`config.mk`:
```
export PLATFORM = sky130hd
export DESIGN_NAME = pc_sequencer
export DESIGN_NICKNAME = d
export VERILOG_FILES = /design/src/rtl/pc_sequencer.sv
export SDC_FILE = /design/constraint.sdc
export NUM_CORES = 1
export LEC_CHECK = 0
export BUFFER_PORTS_ARGS = -buffer_cell sky130_fd_sc_hd__buf_4
export CAP_MARGIN = 40
export CELL_PAD_IN_SITES_DETAIL_PLACEMENT = 2
export CELL_PAD_IN_SITES_GLOBAL_PLACEMENT = 2
export CORE_MARGIN = 1.5
export CORE_UTILIZATION = 48
export CTS_BUF_LIST = sky130_fd_sc_hd__clkbuf_8
export DETAILED_ROUTE_END_ITERATION = 12
export GPL_ROUTABILITY_DRIVEN = 0
export GPL_TIMING_DRIVEN = 0
export HOLD_SLACK_MARGIN = 0.15
export PLACE_DENSITY_LB_ADDON = 0.1
export SLEW_MARGIN = 10
export SYNTH_ARGS = -nofsm -noshare
export SYNTH_HDL_FRONTEND = slang
export SYNTH_SLANG_ARGS = --single-unit
```
`constraint.sdc`:
```
create_clock -name clk -period 11.3 [get_ports clk]
set_input_delay 1.13 -clock clk [delete_from_list [all_inputs] [get_ports clk]]
set_output_delay 1.13 -clock clk [all_outputs]
set_load 0.01 [all_outputs]
```
`src/rtl/pc_sequencer.sv`:
```
module pc_sequencer #(
  parameter int W = 16,
  parameter int DEPTH = 4
) (
  input  logic                       clk,
  input  logic                       rst_n,
  input  logic [3:0]                 op,
  input  logic [3:0]                 cond,
  input  logic                       cond_ok,
  input  logic                       two_word,
  input  logic                       next_two,
  input  logic [W-1:0]               target,
  input  logic [W-1:0]               count,
  input  logic [W-1:0]               status_in,
  output logic [W-1:0]               pc,
  output logic                       halted,
  output logic [W-1:0]               sr_out,
  output logic                       sr_load,
  output logic [W-1:0]               loop_count,
  output logic [$clog2(DEPTH+1)-1:0] loop_depth,
  output logic [3:0]                 ovf,
  output logic [3:0]                 unf
);
  localparam int PW = $clog2(DEPTH+1);
  localparam int IW = (DEPTH > 1) ? $clog2(DEPTH) : 1;
  localparam int CS = 0, DS = 1, LA = 2, LC = 3;
  localparam logic [3:0] OP_JMP = 4'd1, OP_CALL = 4'd2, OP_RET = 4'd3, OP_RTI = 4'd4,
                         OP_SKIP = 4'd5, OP_HALT = 4'd6, OP_LOOP = 4'd7, OP_INTR = 4'd8;

  logic [3:0]   push, pop;
  logic [W-1:0] pdat [4];
  logic [W-1:0] top  [4];
  logic [W-1:0] nxt;
  logic         dec_lc, halt_set, rti_go, alt;

  wire          taken   = (cond == 4'hF) | cond_ok;
  wire [W-1:0]  pc_inc  = pc + (two_word ? W'(2) : W'(1));
  wire [W-1:0]  nxt_len = next_two ? W'(2) : W'(1);

  always_comb begin
    push = '0; pop = '0; dec_lc = 1'b0; halt_set = 1'b0; rti_go = 1'b0; alt = 1'b0;
    nxt = pc_inc;
    pdat[CS] = pc_inc; pdat[DS] = status_in; pdat[LA] = target; pdat[LC] = count;
    if (halted) begin
      nxt = pc;
    end else begin
      case (op)
        OP_JMP:  if (taken) begin nxt = target; alt = 1'b1; end
        OP_CALL: if (taken) begin push[CS] = 1'b1; nxt = target; alt = 1'b1; end
        OP_RET:  if (taken) begin pop[CS] = 1'b1; nxt = top[CS]; alt = 1'b1; end
        OP_RTI:  begin pop[CS] = 1'b1; pop[DS] = 1'b1; rti_go = 1'b1; nxt = top[CS]; alt = 1'b1; end
        OP_SKIP: if (!taken) begin nxt = pc_inc + nxt_len; alt = 1'b1; end
        OP_HALT: begin halt_set = 1'b1; nxt = pc; alt = 1'b1; end
        OP_LOOP: begin
          alt = 1'b1;
          if (count != '0) begin
            push[CS] = 1'b1; push[LA] = 1'b1; push[LC] = 1'b1;
          end else begin
            nxt = target + nxt_len;
          end
        end
        OP_INTR: begin push[CS] = 1'b1; push[DS] = 1'b1; nxt = target; alt = 1'b1; end
        default: ;
      endcase
      if (!alt && loop_depth != '0 && pc == top[LA]) begin
        if (top[LC] > W'(1)) begin
          dec_lc = 1'b1;
          nxt = top[CS];
        end else begin
          pop[CS] = 1'b1; pop[LA] = 1'b1; pop[LC] = 1'b1;
        end
      end
    end
  end

  for (genvar g = 0; g < 4; g++) begin : g_stk
    logic [W-1:0]  mem [DEPTH];
    logic [PW-1:0] sp;
    logic          of, uf;
    wire  [IW-1:0] wr_i  = IW'(sp);
    wire  [IW-1:0] top_i = IW'(sp - 1'b1);

    assign top[g] = (sp == '0) ? '0 : mem[top_i];
    assign ovf[g] = of;
    assign unf[g] = uf;
    if (g == LA) begin : g_dep
      assign loop_depth = sp;
    end

    always_ff @(posedge clk or negedge rst_n) begin
      if (!rst_n) begin
        sp <= '0; of <= 1'b0; uf <= 1'b0;
      end else if (push[g]) begin
        if (sp == PW'(DEPTH)) of <= 1'b1;
        else sp <= sp + 1'b1;
      end else if (pop[g]) begin
        if (sp == '0) uf <= 1'b1;
        else sp <= sp - 1'b1;
      end
    end

    always_ff @(posedge clk) begin
      if (rst_n && push[g] && sp != PW'(DEPTH)) mem[wr_i] <= pdat[g];
      else if (rst_n && g == LC && dec_lc && !pop[g]) mem[top_i] <= top[g] - 1'b1;
    end
  end

  assign loop_count = top[LC];

  always_ff @(posedge clk or negedge rst_n) begin
    if (!rst_n) begin
      pc <= '0; halted <= 1'b0; sr_out <= '0; sr_load <= 1'b0;
    end else begin
      pc <= nxt;
      if (halt_set) halted <= 1'b1;
      sr_load <= rti_go;
      if (rti_go) sr_out <= top[DS];
    end
  end
endmodule

```
==> qor.csv <==
stage;metric;value;unit
floorplan;die height;181.2;um
logic_synthesis;Synth Register Bits;310;
clock_tree;TritonCTS buffer count;53;
detailed_routing;drt pass-1 iters;5;
logic_synthesis;EDFF count, synth;256;
floorplan;Initial Util;48.56;%
grt;global-route wire length before repair;83.69;mm
critical_path;CP Class;flop to flop;
logic_synthesis;post-synthesis sequential area ratio;59.29;%
clock_tree;# clock sinks;310;
critical_path;CP top delay family;buffers and inverters;
power_and_ir_drop;Lkg Pwr;6.706;nW
sta;Tmin final;6.087;ns
floorplan;Std-Cell Rows;65;
detailed_routing;total wire length;58.30;mm
sta;Worst Max-Slew Pin Slew;1.070;ns
final_layout;Area Overhead vs Synth;18.82;%
clock_tree;Worst-Skew Late Latency;0.68;ns
run_status;status;finished clean;
sta;relative slew slack;28.13;%
sta;Tcrit/Tclk final;53.87;%
final_layout;layout cells sized above 1;26.11;%
sta;Final Hold Fails;0;
sta;clk_skew;0.06198;ns
final_layout;final core utilization;57.70;%
grt;met3 Use GR;5.322;%
critical_path;CP Max Fanout;10;
logic_synthesis;Syn. warnings;0;
sta;RSZ-0062 raised after global routing;no;
placement;Placed Area;16840;um^2
clock_tree;root buf cell;clkbuf_8;
detailed_routing;Detailed Route Iter0 Violations;1167;
critical_path;startpoint class of the critical path;flop;
critical_path;crit-path max cell delay;0.59;ns
final_layout;# fillers;2861;
grt;Most Used Layer, Global Route;met2;
grt;overall routing resource usage;35.12;%
floorplan;Die Span X;181.2;um
logic_synthesis;Netlist cell types;83;
clock_tree;H-tree levels;2;
grt;initial antenna violation count;3;
sta;setup_tns;0;ns
grt;largest net degree at the start of global routing;51;
critical_path;crit path DAT;6.43;ns
hold_path;worst min path class;primary input to asynchronous set/reset pin;
final_layout;Multi-input gate area;5553;um^2
logic_synthesis;Syn Inst Count;1094;
clock_tree;hold_buf cts;0;
critical_path;Worst Path Buf+Inv;7;
grt;GRT met2 Usage;59.60;%
critical_path;Crit-path slowest cell;clkbuf_1;
floorplan;core area;31390;um^2
final_layout;Post-layout nets;1378;
logic_synthesis;Avg Inst Size Synth;13.93;um^2
sta;Final Slew Violations;0;
detailed_routing;DRC;0;
floorplan;die area;32840;um^2
sta;Final setup viols;0;
grt;vias in the first global route;11995;
job;max_cap viols;0;
power_and_ir_drop;P per Cell Area;146.1;nW/um^2
clock_tree;Post-CTS Setup Bufs;0;
critical_path;Critical Path RT;11.64;ns
detailed_routing;wire per inst;33.66;um
logic_synthesis;Main synth FF type;edfxtp_1;
clock_tree;Clock transition at path regs;0.11;ns
detailed_routing;Detail Route Antenna Nets;0;
grt;met1 GRT Util;46.27;%
critical_path;worst path cell trace;buf_4 -> buf_6 -> inv_1 -> ha_1 -> nand2b_1 -> clkbuf_1 -> clkbuf_1 -> nand2_1 -> ha_1 -> o21ai_1 -> or3_1 -> or3b_4 -> nor2_8 -> buf_12 -> a2bb2o_1 -> buf_8;
detailed_routing;detailed-route via count;11183;
logic_synthesis;post-synthesis cell area;15240;um^2
power_and_ir_drop;VDD IR-drop max;0.1074;mV
clock_tree;CTS max path bufs;3;
critical_path;Setup crit end kind;flop;
sta;FMAX;164.3;MHz
clock_tree;PostCTS Resize Cnt;0;
detailed_routing;Via density;6.457;
clock_tree;CTS tree;yes;
final_layout;FF+latch area;9039;um^2
grt;Overflow after GRT;0;
placement;DP Wirelength;37.92;mm
floorplan;IO Pins;122;
placement;Buffers on Ports;121;
logic_synthesis;Post-Syn Nets;1185;
logic_synthesis;Post-synth ARST share;17.42;%
final_layout;post-route cell area;18110;um^2
cell usage in the layout, fill, tap and decap left out, drive strengths merged, types with 5 or more instances in the layout:
master  Yosys  final
edfxtp    256    256
buf        39    177
clkbuf     43    111
nand2      65     65
mux4       64     64
inv        55     63
nor2       56     56
dfrtp      54     54
xnor2      40     40
o21ai      31     31
nand3      28     28
ha         27     27
a21oi      26     26
and2       26     26
nor3       24     24
a22o       18     18
nand4      15     15
nor4       14     14
mux2       14     14
clkinv      0     14
xor2       11     11
o211ai     11     11
a21o       10     10
a221oi     10     10
or3         9      9
mux2i       9      9
nand2b      8      8
a31oi       8      8
a22oi       8      8
nor4b       8      8
and3        7      7
o31ai       6      6
a211oi      6      6
a31o        6      6
nand3b      5      5
bufinv      0      5
or2         5      5
registers in the layout, indices dropped and copies added, names as in the netlist:
register    count
g_stk.mem     256
g_stk.of        4
g_stk.sp        9
g_stk.uf        4
halted          1
loop_depth      3
pc             16
sr_load         1
sr_out         16
where the power goes:
part | total [mW] | internal [mW] | switching, mW
registers | 1.25 | 1.24 | 0.00588
logic | 0.204 | 0.0742 | 0.130
clock network | 1.20 | 0.658 | 0.537
total | 2.65 | 1.97 | 0.673
cells in the mapped netlist (all sizes together), types with 4 or more instances:
library cell | number | share of area (%)
a221oi | 10 | 0.57
nand2b | 8 | 0.33
o221ai | 4 | 0.23
nor3 | 24 | 0.79
a21o | 10 | 0.49
xor2 | 11 | 0.63
a31o | 6 | 0.34
a31oi | 8 | 0.33
mux4 | 64 | 9.7
dfrtp | 54 | 8.9
xnor2 | 40 | 2.3
and2 | 26 | 1.1
a211oi | 6 | 0.30
nor3b | 4 | 0.23
nand3 | 28 | 0.92
edfxtp | 256 | 50
a22o | 18 | 1.0
a21oi | 26 | 0.85
nor4b | 8 | 0.54
nor4 | 14 | 0.62
a22oi | 8 | 0.43
nor2 | 56 | 1.5
mux2 | 14 | 1.1
mux2i | 9 | 0.59
o21ai | 31 | 1.0
nand2 | 65 | 1.6
a221o | 4 | 0.26
or3 | 9 | 0.37
or2 | 5 | 0.21
ha | 27 | 2.2
o211ai | 11 | 0.57
buf | 39 | 1.9
clkbuf | 43 | 1.1
nand4 | 15 | 0.62
o31ai | 6 | 0.30
inv | 55 | 1.4
nand3b | 5 | 0.25
and3 | 7 | 0.29
stage by stage:
step | total power, mW | std cells | setup slack (ns) | hold slack [ns]
5_1_grt | 2.707 | 1731 | 4.980 | 0.2618
3_3_place_gp | 1.449 | 1617 | 5.467 | 0.4420
6_report | 2.647 | 1732 | 5.213 | 0.2750
2_1_floorplan | 1.371 | 1094 | 6.995 | 0.4289
4_1_cts | 2.639 | 1726 | 5.273 | 0.2619
3_5_place_dp | 1.464 | 1629 | 5.359 | 0.4598
area by class of cell:
type | count | area share (%)
diodes | 1 | 0.01382
multi-input cells | 647 | 30.66
clock buffers | 68 | 5.167
well taps | 402 | 2.777
flip-flops and latches | 310 | 49.90
plain buffers | 82 | 2.514
clock inverters | 29 | 1.506
inverters | 55 | 1.140
repair buffers | 138 | 6.327
worst reg2reg max path, cell delays in order (launching register included):
cell and delay (ns):
dfrtp_1 0.50, buf_4 0.34, buf_6 0.23, inv_1 0.14
ha_1 0.31, nand2b_1 0.36, clkbuf_1 0.45, clkbuf_1 0.59
nand2_1 0.33, ha_1 0.42, o21ai_1 0.15, or3_1 0.27
or3b_4 0.49, nor2_8 0.29, buf_12 0.21, a2bb2o_1 0.50
buf_8 0.23
cells by family after synthesis:
group	synth area share, %
DFF	59.29
and+or+nand+nor	10.18
AOI/OAI and AO/OA	9.250
buffers and inverters	4.342
muxes	11.40
xor gates and xnor gates	2.930
adders and majority gates	2.610
per-layer routing:
metal / part of all wire (%) / wire [um] / vias up
met2: 50 / 29410 / 537
met4: 3.4 / 1968 / 2
met3: 6.8 / 3984 / 135
met1: 39 / 22930 / 5894
li1: - / - / 4615
met5: 0.015 / 9 / -
final timing paths:
kind | start | slack (ns) | cells past startpoint | end
worst max-delay path | g_stk[3].sp[0] | 5.21 | 16 | g_stk[3].mem[3][14]
worst min-delay path | rst_n | 0.27 | 1 | g_stk[2].uf
worst min register to register | g_stk[2].of | 0.47 | 1 | g_stk[2].of
worst max register to register | g_stk[3].sp[0] | 5.21 | 16 | g_stk[3].mem[3][14]
max in group asynchronous | rst_n | 10.36 | 2 | sr_out[15]
min in group clk | g_stk[2].of | 0.47 | 1 | g_stk[2].of
Power figures use the tool's default switching activity.
